$ cat src/rtl/pwm_match_pkg.sv
package pwm_match_pkg;
  localparam int ADDR_W = 4;
  localparam logic [ADDR_W-1:0] ADR_CTRL   = 4'd0;
  localparam logic [ADDR_W-1:0] ADR_MODE   = 4'd1;
  localparam logic [ADDR_W-1:0] ADR_PRESC  = 4'd2;
  localparam logic [ADDR_W-1:0] ADR_COUNT  = 4'd3;
  localparam logic [ADDR_W-1:0] ADR_FLAGS  = 4'd4;
  localparam logic [ADDR_W-1:0] ADR_MATCH0 = 4'd8;
  localparam int CTRL_RUN_BIT  = 0;
  localparam int CTRL_HOLD_BIT = 1;
endpackage

$ cat src/rtl/pwm_regs.sv
module pwm_regs
  import pwm_match_pkg::*;
#(
  parameter int CNT_W   = 32,
  parameter int NUM_OUT = 6,
  localparam int NUM_MATCH = NUM_OUT + 1
) (
  input  logic                                 clk,
  input  logic                                 rst_n,
  input  logic                                 bus_we,
  input  logic [ADDR_W-1:0]                    bus_addr,
  input  logic [CNT_W-1:0]                     bus_wdata,
  output logic [CNT_W-1:0]                     bus_rdata,
  input  logic [CNT_W-1:0]                     cnt,
  input  logic [NUM_MATCH-1:0]                 match_evt,
  output logic                                 run,
  output logic                                 hold,
  output logic [NUM_OUT-1:0]                   mode,
  output logic [CNT_W-1:0]                     presc,
  output logic [NUM_MATCH-1:0][CNT_W-1:0]      live,
  output logic                                 cnt_ld,
  output logic [NUM_MATCH-1:0]                 flags,
  output logic                                 irq
);
  logic                            run_q, run_d, hold_q, hold_d;
  logic [NUM_OUT-1:0]              mode_q, mode_d;
  logic [CNT_W-1:0]                presc_q, presc_d;
  logic [NUM_MATCH-1:0][CNT_W-1:0] live_q, live_d;
  logic [NUM_MATCH-1:0]            flags_q, flags_d;

  always_comb begin
    run_d   = run_q;
    hold_d  = hold_q;
    mode_d  = mode_q;
    presc_d = presc_q;
    live_d  = live_q;
    flags_d = flags_q;
    if (bus_we) begin
      if (bus_addr == ADR_CTRL) begin
        run_d  = bus_wdata[CTRL_RUN_BIT];
        hold_d = bus_wdata[CTRL_HOLD_BIT];
      end
      if (bus_addr == ADR_MODE)  mode_d  = bus_wdata[NUM_OUT-1:0];
      if (bus_addr == ADR_PRESC) presc_d = bus_wdata;
      if (bus_addr == ADR_FLAGS) flags_d = flags_q & ~bus_wdata[NUM_MATCH-1:0];
      for (int i = 0; i < NUM_MATCH; i++) begin
        if (bus_addr == ADR_MATCH0 + ADDR_W'(i)) live_d[i] = bus_wdata;
      end
    end
    flags_d = flags_d | match_evt;
  end

  always_ff @(posedge clk or negedge rst_n) begin
    if (!rst_n) begin
      run_q   <= 1'b0;
      hold_q  <= 1'b0;
      mode_q  <= '0;
      presc_q <= '0;
      live_q  <= '0;
      flags_q <= '0;
    end else begin
      run_q   <= run_d;
      hold_q  <= hold_d;
      mode_q  <= mode_d;
      presc_q <= presc_d;
      live_q  <= live_d;
      flags_q <= flags_d;
    end
  end

  always_comb begin
    bus_rdata = '0;
    case (bus_addr)
      ADR_CTRL: begin
        bus_rdata[CTRL_RUN_BIT]  = run_q;
        bus_rdata[CTRL_HOLD_BIT] = hold_q;
      end
      ADR_MODE:  bus_rdata[NUM_OUT-1:0]   = mode_q;
      ADR_PRESC: bus_rdata                = presc_q;
      ADR_COUNT: bus_rdata                = cnt;
      ADR_FLAGS: bus_rdata[NUM_MATCH-1:0] = flags_q;
      default: begin
        for (int i = 0; i < NUM_MATCH; i++) begin
          if (bus_addr == ADR_MATCH0 + ADDR_W'(i)) bus_rdata = live_q[i];
        end
      end
    endcase
  end

  assign run    = run_q;
  assign hold   = hold_q;
  assign mode   = mode_q;
  assign presc  = presc_q;
  assign live   = live_q;
  assign cnt_ld = bus_we && (bus_addr == ADR_COUNT);
  assign flags  = flags_q;
  assign irq    = |flags_q;
endmodule

$ cat src/rtl/pwm_timebase.sv
module pwm_timebase #(
  parameter int CNT_W = 32
) (
  input  logic             clk,
  input  logic             rst_n,
  input  logic             run,
  input  logic             hold,
  input  logic [CNT_W-1:0] presc,
  input  logic [CNT_W-1:0] period,
  input  logic             cnt_ld,
  input  logic [CNT_W-1:0] ld_val,
  output logic [CNT_W-1:0] cnt,
  output logic             tick
);
  logic [CNT_W-1:0] pc_q, pc_d, cnt_q, cnt_d;
  logic             pc_wrap;

  assign pc_wrap = (pc_q >= presc);
  assign tick    = run && !hold && !cnt_ld && pc_wrap;

  always_comb begin
    pc_d = pc_q;
    if (hold || cnt_ld)  pc_d = '0;
    else if (run)        pc_d = pc_wrap ? '0 : pc_q + 1'b1;
  end

  always_comb begin
    cnt_d = cnt_q;
    if (hold)        cnt_d = '0;
    else if (cnt_ld) cnt_d = ld_val;
    else if (tick)   cnt_d = (cnt_q == period) ? '0 : cnt_q + 1'b1;
  end

  always_ff @(posedge clk or negedge rst_n) begin
    if (!rst_n) begin
      pc_q  <= '0;
      cnt_q <= '0;
    end else begin
      pc_q  <= pc_d;
      cnt_q <= cnt_d;
    end
  end

  assign cnt = cnt_q;
endmodule

$ cat src/rtl/pwm_match_bank.sv
module pwm_match_bank #(
  parameter int CNT_W     = 32,
  parameter int NUM_MATCH = 7
) (
  input  logic                            clk,
  input  logic                            rst_n,
  input  logic                            hold,
  input  logic                            tick,
  input  logic [CNT_W-1:0]                cnt,
  input  logic [NUM_MATCH-1:0][CNT_W-1:0] live,
  output logic [CNT_W-1:0]                period,
  output logic [NUM_MATCH-1:0]            match_evt
);
  logic [NUM_MATCH-1:0][CNT_W-1:0] sh_q, sh_d;
  logic                            load;

  for (genvar i = 0; i < NUM_MATCH; i++) begin : g_cmp
    assign match_evt[i] = tick && (cnt == sh_q[i]);
  end

  assign load = hold || match_evt[0];

  always_comb begin
    sh_d = sh_q;
    if (load) sh_d = live;
  end

  always_ff @(posedge clk or negedge rst_n) begin
    if (!rst_n) sh_q <= '0;
    else        sh_q <= sh_d;
  end

  assign period = sh_q[0];
endmodule

$ cat src/rtl/pwm_edge_ctrl.sv
module pwm_edge_ctrl #(
  parameter int CNT_W   = 32,
  parameter int NUM_OUT = 6,
  localparam int NUM_MATCH = NUM_OUT + 1
) (
  input  logic                            clk,
  input  logic                            rst_n,
  input  logic                            hold,
  input  logic [NUM_MATCH-1:0]            match_evt,
  input  logic [NUM_OUT-1:0]              mode,
  input  logic [NUM_MATCH-1:0][CNT_W-1:0] live,
  output logic [NUM_OUT-1:0]              pwm_out
);
  logic [NUM_OUT-1:0] out_q, out_d;

  for (genvar k = 0; k < NUM_OUT; k++) begin : g_out
    logic dbl_en;
    logic nxt;
    if (k == 0) begin : g_fixed
      assign dbl_en = 1'b0;
    end else begin : g_sel
      assign dbl_en = mode[k];
    end
    always_comb begin
      nxt = out_q[k];
      if (hold) begin
        nxt = 1'b0;
      end else if (dbl_en) begin
        if (match_evt[k+1])    nxt = 1'b0;
        else if (match_evt[k]) nxt = 1'b1;
      end else if (match_evt[0]) begin
        nxt = |live[k+1];
      end else if (match_evt[k+1]) begin
        nxt = 1'b0;
      end
    end
    assign out_d[k] = nxt;
  end

  always_ff @(posedge clk or negedge rst_n) begin
    if (!rst_n) out_q <= '0;
    else        out_q <= out_d;
  end

  assign pwm_out = out_q;
endmodule

$ cat src/rtl/pwm_match_unit.sv
module pwm_match_unit
  import pwm_match_pkg::*;
#(
  parameter int CNT_W   = 32,
  parameter int NUM_OUT = 6
) (
  input  logic               clk,
  input  logic               rst_n,
  input  logic               bus_we,
  input  logic [3:0]         bus_addr,
  input  logic [CNT_W-1:0]   bus_wdata,
  output logic [CNT_W-1:0]   bus_rdata,
  output logic [NUM_OUT-1:0] pwm_out,
  output logic               irq
);
  localparam int NUM_MATCH = NUM_OUT + 1;

  logic                            ctrl_run, ctrl_hold, cnt_ld, tick;
  logic [NUM_OUT-1:0]              mode;
  logic [CNT_W-1:0]                presc, period, cnt;
  logic [NUM_MATCH-1:0][CNT_W-1:0] live;
  logic [NUM_MATCH-1:0]            match_evt, flags;

  pwm_regs #(.CNT_W(CNT_W), .NUM_OUT(NUM_OUT)) u_regs (
    .clk(clk), .rst_n(rst_n), .bus_we(bus_we), .bus_addr(bus_addr),
    .bus_wdata(bus_wdata), .bus_rdata(bus_rdata), .cnt(cnt),
    .match_evt(match_evt), .run(ctrl_run), .hold(ctrl_hold), .mode(mode),
    .presc(presc), .live(live), .cnt_ld(cnt_ld), .flags(flags), .irq(irq)
  );

  pwm_timebase #(.CNT_W(CNT_W)) u_tb (
    .clk(clk), .rst_n(rst_n), .run(ctrl_run), .hold(ctrl_hold),
    .presc(presc), .period(period), .cnt_ld(cnt_ld), .ld_val(bus_wdata),
    .cnt(cnt), .tick(tick)
  );

  pwm_match_bank #(.CNT_W(CNT_W), .NUM_MATCH(NUM_MATCH)) u_bank (
    .clk(clk), .rst_n(rst_n), .hold(ctrl_hold), .tick(tick), .cnt(cnt),
    .live(live), .period(period), .match_evt(match_evt)
  );

  pwm_edge_ctrl #(.CNT_W(CNT_W), .NUM_OUT(NUM_OUT)) u_edge (
    .clk(clk), .rst_n(rst_n), .hold(ctrl_hold), .match_evt(match_evt),
    .mode(mode), .live(live), .pwm_out(pwm_out)
  );
endmodule

$ cat config.mk
export PLATFORM = sky130hd
export DESIGN_NAME = pwm_match_unit
export DESIGN_NICKNAME = d
export VERILOG_FILES = /design/src/rtl/pwm_match_pkg.sv /design/src/rtl/pwm_regs.sv /design/src/rtl/pwm_timebase.sv /design/src/rtl/pwm_match_bank.sv /design/src/rtl/pwm_edge_ctrl.sv /design/src/rtl/pwm_match_unit.sv
export SDC_FILE = /design/constraint.sdc
export NUM_CORES = 1
export LEC_CHECK = 0
export BUFFER_PORTS_ARGS = -buffer_cell sky130_fd_sc_hd__clkbuf_2
export CORE_AREA = 2 2 341 343
export DETAILED_ROUTE_END_ITERATION = 8
export DIE_AREA = 0 0 343 345
export GPL_TIMING_DRIVEN = 0
export PLACE_DENSITY_LB_ADDON = 0.15
export SYNTH_ARGS = -nofsm -noshare
export SYNTH_HDL_FRONTEND = slang
export SYNTH_SLANG_ARGS = --single-unit
$ cat constraint.sdc
create_clock -name clk -period 2.65 [get_ports clk]
set_input_delay 0.265 -clock clk [delete_from_list [all_inputs] [get_ports clk]]
set_output_delay 0.265 -clock clk [all_outputs]
set_load 0.005 [all_outputs]
Word level (Yosys, flattened, before mapping)
Index checks and enable logic that the tools add are counted.
Widths: inputs -> output; s select.
- add/subtract/negate cells: 2
- order comparisons: 1
- eq/ne operators: 23
- multiplexer cells: 53
- bitwise logic cells: 3
- reductions and logical operators: 48
- operators with widths (kind ; count):
    $mux 32 ; 14
    $eq 32x32->1 ; 7
    $reduce_or 32->1 ; 6
    $pmux 25 s3 ; 1
    $add 32x1->32 const B ; 2
    $mux 1 ; 33
    $ge 32x32->1 ; 1
    $reduce_and 2->1 ; 15
    $eq 4x4->1 const B ; 7
    $ne 4x1->1 const B ; 5
    $pmux 4 s5 ; 1
    $reduce_bool 4->1 ; 5
    $mux 7 ; 2
    $logic_and 1x1->1 ; 11
    $pmux 2 s5 ; 1
    $eq 4x2->1 const B ; 2
    $and 7x7->7 ; 1
    $not 7->7 ; 1
    $or 7x7->7 ; 1
    $reduce_or 7->1 ; 1
    $reduce_bool 3->1 ; 2
    $eq 4x1->1 const B ; 1
    $eq 4x3->1 const B ; 1
    $logic_not 4->1 ; 1
    6 further kinds ; 8
- register bits after elaboration: 565
- input port bits: 39
- output and inout port bits: 39
- logic and storage cells: 157

Depth between registers and ports, before layout
- depth in word-level cells: 10
- depth in mapped cells: 11

Modules after synthesis
From an unflattened synthesis, not the netlist that was laid out.
- cells, all modules: 2468
- area, all modules: 30210.2 um2
- by module, submodules not included (module ; times used ; cells an instance ; area each (um2) ; seq. area each (um2)):
    pwm_regs ; 1 ; 884 ; 12279.3 ; 6781.5
    pwm_match_bank ; 1 ; 844 ; 11832.6 ; 5605.4
    pwm_timebase ; 1 ; 637 ; 5341.4 ; 1601.5
    pwm_edge_ctrl ; 1 ; 103 ; 757.0 ; 150.1

Least setup slack after synthesis
OpenSTA, ideal clock, no wires.
- kind: flip-flop to flip-flop
- from: register u_tb.pc_q[0]
- to: register u_bank.sh_q[117] (netlist bit)
- arrival: 2667 ps
- setup slack: -141 ps
- stages on the path, launching flop included: 12
- buffers on the path: 2
- cells stage by stage: dfrtp_1 -> inv_1 -> ha_1 -> nand2b_1 -> a2111o_1 -> a32oi_1 -> a31oi_1 -> o21ba_2 -> a21oi_4 -> buf_2 -> buf_2 -> mux2_2
- word-level cells in the longest chain between the ends: 4
- ends and longest elaborated chain (element ; line ; RTL):
    from (decl) ; pwm_timebase.sv:15 ; logic [CNT_W-1:0] pc_q, pc_d, cnt_q, cnt_d;
    from (signal assigned) ; pwm_timebase.sv:39 ; pc_q <= pc_d;
    $ge 32x32->1 ; pwm_timebase.sv:18 ; assign pc_wrap = (pc_q >= presc);
    $logic_and 1x1->1 ; pwm_timebase.sv:19 ; assign tick = run && !hold && !cnt_ld && pc_wrap;
    $logic_and 1x1->1 ; pwm_match_bank.sv:18 ; assign match_evt[i] = tick && (cnt == sh_q[i]);
    $logic_or 1x1->1 ; pwm_match_bank.sv:21 ; assign load = hold || match_evt[0];
    to (signal assigned) ; pwm_match_bank.sv:29 ; if (!rst_n) sh_q <= '0;
    to (signal assigned) ; pwm_match_bank.sv:30 ; else sh_q <= sh_d;
    to (decl) ; pwm_match_bank.sv:14 ; logic [NUM_MATCH-1:0][CNT_W-1:0] sh_q, sh_d;
Every way passes these cells.
A chain may end at the register's enable or synchronous reset.

Worst setup path after layout
- from: register u_regs.hold_q (netlist: u_regs.hold)
- to: register u_bank.sh_q[193] (netlist bit)
- word-level cells in the longest chain between the ends: 6
- ends and longest elaborated chain (element ; line ; RTL):
    from (decl) ; pwm_regs.sv:25 ; logic run_q, run_d, hold_q, hold_d;
    from (signal assigned) ; pwm_regs.sv:63 ; hold_q <= hold_d;
    $logic_not 1->1 ; pwm_timebase.sv:19 ;
    $logic_and 1x1->1 (3 in series) ; pwm_timebase.sv:19 ;
    $logic_and 1x1->1 ; pwm_match_bank.sv:18 ;
    $logic_or 1x1->1 (*) ; pwm_match_bank.sv:21 ;
Every way passes the cells marked *; elsewhere a longest branch is shown, timed or not.

==> metrics.txt <==
WL/cell 31.4 microns; Fmax 323 MHz; first-pass GRT wire length 180000 microns; Design Area, Final 36300 sq um; Antenna Violating Nets Remaining 0; Worst EP required 3.16 ns; number of global-route vias before repair 22600; Pwr Total 33700 uW; Critical Path Fanout Max 10; dpl cells 4013; RSZ-0062 raised after global routing true; Final Max Tran Viols 0; Clk pwr share 27.0%; Syn Area/Cell 11.7 sq um; Commonest cells post-synth 565 x dfrtp_1, 479 x mux2_2, 195 x xor2_1, 104 x nor4_1, 103 x nand2_1; Min-Delay Path Class in -> reg; CTS root buf clkbuf_16; Area growth, synth to finish 27.8%; CTS tree built; Total Routed Length 133000 microns; Setup WS post-layout -0.449 ns; vertical die dimension 345 microns; CTS Buffer Depth 3; post-synthesis sequential area ratio 49.8%; pin count of the biggest net entering global routing 103; CTS buffer count 69; Critical Path AT 3.61 ns; ys flop type dfrtp_1; Iteration-0 DRC Markers 1944; Area contributors post-synth dfrtp_1 50%, mux2_2 19%, xor2_1 6.0%, nor4_1 2.3%, a22oi_1 1.7%; syn_nets 2498; GPL Wtd Cong 0.942; Global Route Usage Sum 21.6%; Die ar. 118000 sq um; die width 343 microns; GR peak layer met2; static leakage 0.0161 uW; met1 usage 29.3%; Post-synth EDFFs 0; post-synth cell types 68; Slew HR 21.4%; WS Path Type reg -> reg; Sw Pwr 11900 uW; PortBufs 57; area leader, netlist dfrtp_1; nets@finish 2737; post-DP HPWL 101000 microns; share of post-route cells with drive strength above 1 38.4%; Syn Inst Count 2425; synthesized area 28400 sq um; Int Power 21800 uW; Sequential Power Share 42.2%; Max-Cap Viols 0; combinational share of power 30.8%; synthesized flop and latch total 565; dpl cell area 30900 sq um; Sw Ratio 35.2%; # rows 125; PD cells 928 nW/um^2; core box area 115000 sq um; clk_lat worst skew 0.63 ns; ys async rst share 100%; routed vias 22400; final hold vios 0; Non-Filler Instances 4231; crit path launch type register; Tcrit/Tclk final 117%; Clock Skews 0.0309 ns; Final min period 3.10 ns; Ports 78; Clk pin slew, worst setup/hold paths 0.06 ns; htree depth 3; Clock Sinks 565; DRC 0; GRT met2 Usage 35.3%; endpoint class of the critical path register; grt total ovfl 0; Initial Util 24.7%; most common cell in the netlist dfrtp_1; Synth top area share 49.8%; initial antenna violation count 4; failing checks negative setup slack; post-DR vias/cell 5.29; Final setup viols 304; outcome finished with violations; Synthesis Warnings 0; DRT Pass-1 Iters 6; Max VDD drop 0.469 mV; Slew @ Worst Pin 1.18 ns; met3 Resource Use GR 2.84%; WHS 0.0333 ns
==> critical path: stages, from the launching register on <==
cell       delay (ns)
dfrtp_1          0.98
nor2_1           0.28
nand2_1          0.42
o21ba_4          0.23
a21oi_4          0.17
buf_12           0.16
buf_16           0.18
clkbuf_16        0.20
mux2_2           0.34
==> power by group through the flow <==
stage	clock network (uW)	registers, uW	logic (uW)
after floorplan	0	13000	5360
after global placement	0	14200	8220
after detailed placement	0	14200	8380
after CTS	9300	14100	9500
after global routing	9650	14500	10900
final	9110	14200	10400
==> flip-flops by register name (all words and copies together) (netlist names), 6 cells and up <==
register        cells
u_bank.period      32
u_bank.sh_q       192
u_edge.pwm_out      6
u_regs.flags        7
u_regs.live       224
u_regs.mode         6
u_regs.presc       32
u_tb.cnt           32
u_tb.pc_q          32
==> layout by cell type (no fill, tap or decap), types with 18 or more instances in the layout <==
cell       count
mux2_4       133
a22oi_1       56
nor2_1        70
a21oi_1       67
nor4_1        91
o21ai_0       38
dfrtp_1      537
buf_4         73
inv_1         44
a222oi_1      25
xor2_1       195
clkbuf_16     87
nand2_1       93
buf_6         22
mux2_2       357
xnor2_1       35
ha_1          27
clkbuf_2      68
mux2i_1       26
buf_1         42
dfrtp_2       28
clkbuf_8      18
buf_12        26
nand3_1       60
nand4_1       46
clkbuf_1      42
a221o_1       19
==> worst paths after layout <==
kind	depth (start not counted)	slack (ns)	startpoint	endpoint
worst max-delay path	8	-0.45	u_regs.hold$_DFFE_PN0P_	u_bank.sh_q[193]$_DFFE_PN0P_
worst min-delay path	3	0.03	bus_wdata[4]	u_tb.cnt[4]$_DFFE_PN0P_
worst max register to register	8	-0.45	u_regs.hold$_DFFE_PN0P_	u_bank.sh_q[193]$_DFFE_PN0P_
worst min register to register	1	0.50	u_regs.mode[0]$_DFFE_PN0P_	u_regs.mode[0]$_DFFE_PN0P_
max in group asynchronous	4	0.98	rst_n	u_regs.presc[0]$_DFFE_PN0P_
min in group asynchronous	2	0.18	rst_n	u_bank.sh_q[185]$_DFFE_PN0P_
==> metrics by stage <==
| stage | util (%) | setup TNS (ns) | worst slack, ns |
|---|---|---|---|
| global placement | 26.6 | -7669.26 | -12.74 |
| detailed placement | 26.8 | -482.52 | -2.05 |
| global route | 31.6 | -120.54 | -0.489 |
| finish | 31.6 | -104.58 | -0.449 |
| floorplan | - | -5.33 | -0.0390 |
| CTS | 30.4 | -98.60 | -0.430 |
==> timing repair <==
item                                    CTS  global route
pin swaps                                59            64
resized for setup                       444           233
hold buffers                              6             0
endpoints found under the setup margin  363           326
gates cloned                              4            14
buffers inserted                         47            39
endpoints found under the hold margin    54             0
==> cell families (layout without fill, tap and decap cells) <==
kind of cell | after synthesis | in the layout | share of synthesized area, %
AO/OA/AOI/OAI | 332 | 332 | 8.26
XOR/XNOR | 230 | 230 | 7.09
adder cells (fa/ha/maj) | 34 | 34 | 1.50
buffers and inverters | 231 | 509 | 3.34
flip-flops | 565 | 565 | 49.8
multiplexers | 516 | 516 | 20.3
other | 0 | 4 | 0
AND/OR/NAND/NOR | 517 | 517 | 9.72
==> final cells by class <==
cell class	count	area, sq um
Tap cell	1524	1910
Inverter	51	194
Fill cell	11800	78800
Clock buffer	96	1960
Antenna cell	4	10.0
Clock inverter	14	105
Multi-Input combinational cell	1629	14700
Sequential cell	565	14200
Buffer	176	1490
Timing Repair Buffer	172	1770
==> metal layers <==
metal	vias to the layer above	share of wire, %
li1	9435	-
met1	11900	43
met2	804	47
met3	246	5.2
met4	0	4.5
met5	-	0
Note: power is estimated with default switching activity, not from simulation.
